### src/rtl/ict_pkg.sv
package ict_pkg;
  localparam int unsigned ADDR_ENABLE    = 0;
  localparam int unsigned ADDR_STATUS    = 1;
  localparam int unsigned ADDR_TOUT_BASE = 2;
endpackage

### src/rtl/ict_sync_rise.sv
module ict_sync_rise #(
  parameter int unsigned STAGES = 2
) (
  input  logic clk,
  input  logic rst_n,
  input  logic async_in,
  output logic rise
);
  logic [STAGES-1:0] chain;
  logic              prev;

  always_ff @(posedge clk or negedge rst_n) begin
    if (!rst_n) begin
      chain <= '0;
      prev  <= 1'b0;
    end else begin
      chain <= {chain[STAGES-2:0], async_in};
      prev  <= chain[STAGES-1];
    end
  end

  assign rise = chain[STAGES-1] & ~prev;
endmodule

### src/rtl/ict_down_timer.sv
module ict_down_timer #(
  parameter int unsigned CNT_W = 10
) (
  input  logic             clk,
  input  logic             rst_n,
  input  logic             load,
  input  logic [CNT_W-1:0] tout,
  input  logic             tick,
  output logic             expire
);
  logic [CNT_W-1:0] cnt;
  logic             run;

  // reload has priority over a tick in the same cycle
  assign expire = run && tick && !load && (cnt == CNT_W'(1));

  always_ff @(posedge clk or negedge rst_n) begin
    if (!rst_n) begin
      cnt <= '0;
      run <= 1'b0;
    end else if (load) begin
      cnt <= tout;
      run <= (tout != '0);
    end else if (run && tick) begin
      cnt <= cnt - CNT_W'(1);
      if (cnt == CNT_W'(1)) run <= 1'b0;
    end
  end
endmodule

### src/rtl/ict_status_reg.sv
module ict_status_reg #(
  parameter int unsigned N = 3
) (
  input  logic         clk,
  input  logic         rst_n,
  input  logic [N-1:0] set,
  input  logic [N-1:0] clr,
  output logic [N-1:0] sts
);
  always_ff @(posedge clk or negedge rst_n) begin
    if (!rst_n) sts <= '0;
    else        sts <= (sts & ~clr) | set;
  end
endmodule

### src/rtl/ict_timer_bank.sv
module ict_timer_bank #(
  parameter int unsigned NUM_TMR     = 3,
  parameter int unsigned CNT_W       = 10,
  parameter int unsigned SYNC_STAGES = 2,
  localparam int unsigned ADDR_W     = $clog2(NUM_TMR + ict_pkg::ADDR_TOUT_BASE)
) (
  input  logic               clk,
  input  logic               rst_n,
  input  logic               tick,
  input  logic [NUM_TMR-1:0] evt_in,
  input  logic               wr_en,
  input  logic [ADDR_W-1:0]  wr_addr,
  input  logic [CNT_W-1:0]   wr_data,
  output logic [NUM_TMR-1:0] sts_o,
  output logic               irq
);
  logic [NUM_TMR-1:0] en_q;
  logic [NUM_TMR-1:0] rise;
  logic [NUM_TMR-1:0] expire;
  logic [NUM_TMR-1:0] clr;

  always_ff @(posedge clk or negedge rst_n) begin
    if (!rst_n) en_q <= '0;
    else if (wr_en && wr_addr == ADDR_W'(ict_pkg::ADDR_ENABLE))
      en_q <= wr_data[NUM_TMR-1:0];
  end

  assign clr = (wr_en && wr_addr == ADDR_W'(ict_pkg::ADDR_STATUS)) ?
               wr_data[NUM_TMR-1:0] : '0;

  for (genvar i = 0; i < NUM_TMR; i++) begin : g_tmr
    logic [CNT_W-1:0] tout_q;

    always_ff @(posedge clk or negedge rst_n) begin
      if (!rst_n) tout_q <= '0;
      else if (wr_en && wr_addr == ADDR_W'(ict_pkg::ADDR_TOUT_BASE + i))
        tout_q <= wr_data;
    end

    ict_sync_rise #(.STAGES(SYNC_STAGES)) u_sync (
      .clk(clk), .rst_n(rst_n), .async_in(evt_in[i]), .rise(rise[i])
    );

    ict_down_timer #(.CNT_W(CNT_W)) u_tmr (
      .clk(clk), .rst_n(rst_n), .load(rise[i]), .tout(tout_q),
      .tick(tick), .expire(expire[i])
    );
  end

  ict_status_reg #(.N(NUM_TMR)) u_sts (
    .clk(clk), .rst_n(rst_n), .set(expire), .clr(clr), .sts(sts_o)
  );

  assign irq = |(sts_o & en_q);
endmodule

### config.mk
export PLATFORM = sky130hd
export DESIGN_NAME = ict_timer_bank
export DESIGN_NICKNAME = d
export VERILOG_FILES = /design/src/rtl/ict_pkg.sv /design/src/rtl/ict_sync_rise.sv /design/src/rtl/ict_down_timer.sv /design/src/rtl/ict_status_reg.sv /design/src/rtl/ict_timer_bank.sv
export SDC_FILE = /design/constraint.sdc
export NUM_CORES = 1
export LEC_CHECK = 0
export BUFFER_PORTS_ARGS = -buffer_cell sky130_fd_sc_hd__buf_4
export CORE_UTILIZATION = 54
export DETAILED_ROUTE_END_ITERATION = 10
export PLACE_DENSITY_LB_ADDON = 0.2
export SKIP_LAST_GASP = 1
export SYNTH_ARGS = -nofsm -noshare
export SYNTH_HDL_FRONTEND = slang
export SYNTH_SLANG_ARGS = --single-unit
### constraint.sdc
create_clock -name clk -period 1.3 [get_ports clk]
set_input_delay 0.13 -clock clk [delete_from_list [all_inputs] [get_ports clk]]
set_output_delay 0.13 -clock clk [all_outputs]
set_load 0.005 [all_outputs]
# Yosys cells after proc, flatten, opt, wreduce, memory -nomap -nowiden
# Index checks and enable logic that the tools add are counted.
# word_totals
regBits	78
inputBits	20
elab_cells	84
out_inout_bits	4
# classes
bitwise	10
addsub	3
n_reduce_logical	31
n_eq_ne	7
muxes	16
# op_table
operator	n
10-bit 2-to-1 mux	6
10-bit by 1-bit equality test with 1-bit output (second input constant)	3
10-bit nonzero test	3
10-bit by 1-bit subtractor with 10-bit output (second input constant)	3
1-bit logical AND	14
2-bit nonzero test	6
1-bit 2-to-1 mux	9
3-bit bitwise AND	2
3-bit by 2-bit equality test with 1-bit output (second input constant)	2
2-bit AND reduction	3
1-bit bitwise AND	3
3-bit by 1-bit equality test with 1-bit output (second input constant)	1
3-bit equality test (second input constant)	1
1-bit logical NOT	3
3-bit logical NOT	1
3-bit 2-to-1 mux	1
1-bit inverter	3
3-bit inverter	1
3-bit bitwise OR	1
3-bit OR reduction	1

# Logic depth before layout (Yosys ltp)
# logic_depth
word_depth	6
ltp_mapped	6

# Cells and area by module
# A second synthesis with hierarchy kept.
# unflattened
hier_cells	310
area_unflattened_um2	3778.6
# modules_own_cells
module	area_each_um2	instances	seq_area_each_um2	cells_per_inst
ict_down_timer	666.9	3	275.3	70
ict_timer_bank	1402.6	1	825.8	79
ict_sync_rise	88.8	3	75.1	4
ict_status_reg	108.9	1	75.1	9

# Least setup slack after synthesis
# OpenSTA, ideal clock, no wires.
# synth_timing
path_kind	flip-flop to flip-flop
start	register g_tmr[2].u_tmr.cnt[2]
end	register g_tmr[2].u_tmr.cnt[6]
period_less_slack_ns	1.430
path_buffers	0
slack_ns	-0.130
stages_incl_launch_ff	5
required_ns	1.218
t_arrival_ns	1.348
path_cell_list	dfrtp_1 and4bb_4 nand2_4 or4_1 a31oi_1
# synth_between
elab_chain_cells	3
# synth_rtl
item	line	text
start, declared	ict_down_timer.sv:11	logic [CNT_W-1:0] cnt;
start signal, assigned	ict_down_timer.sv:22	cnt <= tout;
start signal, assigned	ict_down_timer.sv:25	cnt <= cnt - CNT_W'(1);
10-bit by 1-bit subtractor with 10-bit output	ict_down_timer.sv:25	
10-bit 2-to-1 mux	ict_down_timer.sv:24	end else if (run && tick) begin
10-bit 2-to-1 mux	ict_down_timer.sv:21	end else if (load) begin
# No other way between the ends. The select of a mux whose other input is x is not followed.
# A chain may end at the register's enable or synchronous reset.

# Worst setup path in the final report
# layout_timing
start	register g_tmr[1].u_tmr.cnt[4]
end	register g_tmr[1].u_tmr.cnt[9]
# layout_between
elab_chain_cells	3
# layout_rtl
item	line
start, declared	ict_down_timer.sv:11
start signal, assigned	ict_down_timer.sv:22
start signal, assigned	ict_down_timer.sv:25
10-bit by 1-bit subtractor with 10-bit output	ict_down_timer.sv:25
10-bit 2-to-1 mux	ict_down_timer.sv:24
10-bit 2-to-1 mux	ict_down_timer.sv:21
# No other way between the ends. The select of a mux whose other input is x is not followed.

==> PnR_summary.wiki <==
{| class="wikitable"
! Metric !! Value
|-
| Critical path arrival || 1.73 ns
|-
| PwrDens || 1840 nW/um^2
|-
| Routed vias || 2708
|-
| Initial antenna violation count || 0
|-
| Number of nets still failing antenna checks after routing || 0
|-
| Die area || 6880 sq um
|-
| Final number of max-transition violations || 0
|-
| Fillers || 422
|-
| Largest family of logic cells by synthesized area || simple AND/OR/NAND/NOR gates
|-
| Clk pin slew, worst setup/hold paths || 0.07 ns
|-
| Vert. Die Dim || 82.9 um
|-
| Most area-consuming cells after synthesis || sky130_fd_sc_hd__dfrtp_1 (55%), sky130_fd_sc_hd__mux2_2 (11%), sky130_fd_sc_hd__nand2_1 (4.5%)
|-
| Max transition margin || 0.725
|-
| Floorplan core area || 6350 sq um
|-
| Setup slack on the worst flop-to-flop path || -0.15 ns
|-
| Period Utilization, post-route || 1.12
|-
| Net count after synthesis || 338
|-
| Count of port buffers added during placement || 23
|-
| Iteration-0 DRC count of the detailed router || 141
|-
| Worst path required time || 1.58 ns
|-
| Count of nets after finishing || 437
|-
| Hold WC Path Type || in2reg
|-
| Endpoint type of the worst setup path || flip-flop
|-
| Mux cell area share after synthesis || 0.108
|-
| VDD IR-drop max || 0.00113 V
|-
| Status || complete, but fails checks
|-
| Die boundary width || 82.9 um
|-
| Number of antenna diodes || 0
|-
| Leakage power || 2.10 nW
|-
| Number of iterations in the first detailed-routing pass || 4
|-
| Number of logic stages on the critical path including buffering || 6
|-
| Post-route design area || 4770 sq um
|-
| Worst setup SP type || flip-flop
|-
| Mean post-synth cell area || 11.3 sq um
|-
| Library cells used by synthesis || 38
|-
| Largest delay share family, worst path || simple AND/OR/NAND/NOR gates
|-
| Number of enable flip-flop cells after synthesis || 0
|-
| Synth Flop Type || sky130_fd_sc_hd__dfrtp_1
|-
| Half-perimeter wire length after detailed placement || 5620 um
|-
| Number of primary I/O pins || 24
|-
| Number of endpoints failing setup at the final stage || 16
|-
| Capturing point of the worst reg2reg path || g_tmr[1].u_tmr.cnt[9]
|-
| Worst-case hold slack || 0.0547 ns
|-
| List of most frequent post-synthesis cells || sky130_fd_sc_hd__dfrtp_1 (78), sky130_fd_sc_hd__nand2_1 (42), sky130_fd_sc_hd__mux2_2 (34), sky130_fd_sc_hd__o21ai_0 (30), sky130_fd_sc_hd__xor2_1 (16)
|-
| Via-to-Cell Ratio || 5.52
|-
| Clk sink count || 78
|-
| CTS Buffer Depth || 2
|-
| Area growth from synthesis to layout || 35.0%
|-
| Buffer type at the clock tree root || sky130_fd_sc_hd__clkbuf_8
|-
| Latest clock arrival within the worst-skew pair || 0.34 ns
|-
| Critical path class || reg2reg
|-
| Area leader, netlist || sky130_fd_sc_hd__dfrtp_1
|-
| Asr flop ratio synth || 1.00
|-
| GR Util All Layers || 0.249
|-
| Synthesized netlist cell count || 312
|-
| Synthesized-area fraction occupied by ao, oa, aoi and oai cells || 0.0679
|-
| Placed instance area || 4280 sq um
|-
| Worst r2r src || g_tmr[1].u_tmr.cnt[4]
|-
| Reg2reg path depth || 6
|-
| Average detailed-routed wire length per instance || 16.9 um
|-
| DRC violations left || 0
|-
| Fraction of the mapped netlist area in adder cells || 0.0212
|-
| Final WL || 8310 um
|-
| RSZ-0062 raised after global routing || true
|-
| Synth Area in XOR/XNOR || 0.0619
|-
| Number of warning messages in the yosys log || 0
|-
| Maximum number of pins on one net before global-route repair || 30
|-
| Footprint of the flip-flops and latches || 1950 sq um
|-
| CTS tree || done
|-
| Area used by multi-input combinational logic || 1740 sq um
|-
| Number of buffers added by the clock tree synthesis step || 9
|-
| Mapped Area || 3540 sq um
|-
| Most common cell in the netlist || sky130_fd_sc_hd__dfrtp_1
|-
| First-pass GRT wire length || 13100 um
|-
| Worst-path cell with the longest stage delay || sky130_fd_sc_hd__dfrtp_1
|-
| Effective utilization at floorplan || 0.557
|-
| Failing checks || setup timing
|-
| Clock Skew || 0.00850 ns
|-
| Least setup slack across all paths after layout || -0.151 ns
|-
| Sum of negative setup slack || -1.18 ns
|-
| Global placer's final weighted congestion || 0.811
|-
| Number of H-tree levels || 3
|-
| Slew at the pin with the worst max-slew slack || 0.411 ns
|-
| Delay of the slowest critical-path stage || 0.39 ns
|-
| Beginning of the critical path || g_tmr[1].u_tmr.cnt[4]
|-
| Last element of the critical path || g_tmr[1].u_tmr.cnt[9]
|-
| Max-cap violations || 0
|-
| Number of hold violations in the final report || 0
|-
| Ratio of cells with drive above 1 in the final layout || 0.430
|-
| Achievable Freq || 689 MHz
|-
| Sequential share of the synthesized area || 0.552
|-
| Flip-flop and latch count after synthesis || 78
|-
| Final period demand of the worst path || 1.45 ns
|-
| Post-synthesis simple-gate area fraction || 0.169
|-
| Worst Hold Path Cells || 2
|-
| Setup slack at placement || -0.335 ns
|-
| Top cell type's share of synthesized area || 0.552
|-
| Overall overflow remaining after global route || 0
|-
| Floorplan row count || 29
|-
| Vias in the first global route || 2696
|-
| Buffers & Inverters on Critical Path || 2
|-
| Largest fanout on the critical path || 4
|-
| Chain of cells forming the critical path || buf_4, buf_6, nor4_4, nand4_1, xor2_1, o21ai_1
|}
## state kept, by name, summed over array words and instances, names as in the netlist
| signal | cells |
|---|---|
| en_q | 3 |
| u_sts.sts | 3 |
| g_tmr.u_sync.prev | 3 |
| g_tmr.u_tmr.cnt | 30 |
| g_tmr.u_tmr.run | 3 |
| g_tmr.u_sync.chain | 6 |
| g_tmr.tout_q | 30 |
## worst min-delay path by stage
stage	start	to	slack, ns
4_1_cts	wr_data[9]	g_tmr[1].tout_q[9]	0.04
6_report	wr_data[4]	g_tmr[2].tout_q[4]	0.05
5_1_grt	wr_data[9]	g_tmr[1].tout_q[9]	0.04
2_1_floorplan	rst_n	en_q[0]	-0.17
3_5_place_dp	rst_n	g_tmr[1].u_tmr.cnt[7]	0.07
3_3_place_gp	rst_n	g_tmr[1].u_tmr.cnt[7]	0.07
## cells by family (layout without fill, tap and decap cells)
family                   Yosys count  count (layout)
AO/OA/AOI/OAI                     43              43
XOR/XNOR                          25              25
adder cells (fa/ha/maj)            6               6
buffers and inverters             17             119
flip-flops                        78              78
multiplexers                      34              34
AND/OR/NAND/NOR                  109             109
## cell usage in the layout (no fill, tap or decap), types with 4 or more instances in the layout
master	netlist	final
sky130_fd_sc_hd__buf_12	0	4
sky130_fd_sc_hd__buf_4	1	87
sky130_fd_sc_hd__clkbuf_8	0	10
sky130_fd_sc_hd__dfrtp_1	78	78
sky130_fd_sc_hd__dlygate4sd3_1	0	4
sky130_fd_sc_hd__inv_2	0	4
sky130_fd_sc_hd__mux2_2	34	34
sky130_fd_sc_hd__nand2_1	42	40
sky130_fd_sc_hd__nand3_1	11	10
sky130_fd_sc_hd__nand4b_1	4	4
sky130_fd_sc_hd__nor2_1	12	10
sky130_fd_sc_hd__nor2b_1	5	4
sky130_fd_sc_hd__nor4_4	0	6
sky130_fd_sc_hd__o21ai_0	30	17
sky130_fd_sc_hd__o21ai_1	2	15
sky130_fd_sc_hd__or4_4	1	4
sky130_fd_sc_hd__xnor2_1	9	8
sky130_fd_sc_hd__xor2_1	16	14
## routing by layer
layer / GRT usage / routed length (um) / vias up
li1: - / - / 1301
met1: 0.332 / 3690 / 1329
met2: 0.384 / 4080 / 60
met3: 0.0626 / 310 / 18
met4: 0.119 / 226 / 0
met5: 0 / 0 / -
## per-stage QoR
step                utilization  std cells  power (mW)
floorplan                     -        312        4.99
detailed placement        0.673        464        6.43
finish                    0.752        491        8.79
CTS                       0.718        486        8.16
global route              0.752        491        9.33
global placement          0.673        464        6.33
## where the power goes
part,internal (mW),total (mW),switching [mW]
Combinational,2.00,3.59,1.59
Sequential,3.11,3.67,0.562
Clock,0.720,1.53,0.809
## what timing repair did
action / 4_1_cts / 5_1_grt
endpoints found under the setup margin: 23 / 34
setup buffers: 4 / 5
hold endpoints to repair: 28 / 0
hold buffers: 4 / 0
gates resized for setup: 14 / 46
pin swaps: 11 / 10
## cell type report
| cell class | count | area share |
|---|---|---|
| flip-flops and latches | 78 | 0.409 |
| multi-input cells | 217 | 0.364 |
| repair buffers | 98 | 0.169 |
| clock buffers | 12 | 0.0304 |
| well taps | 77 | 0.0202 |
| inverters | 7 | 0.00550 |
| clock inverters | 2 | 0.00210 |
(Power assumes the default switching activity.)
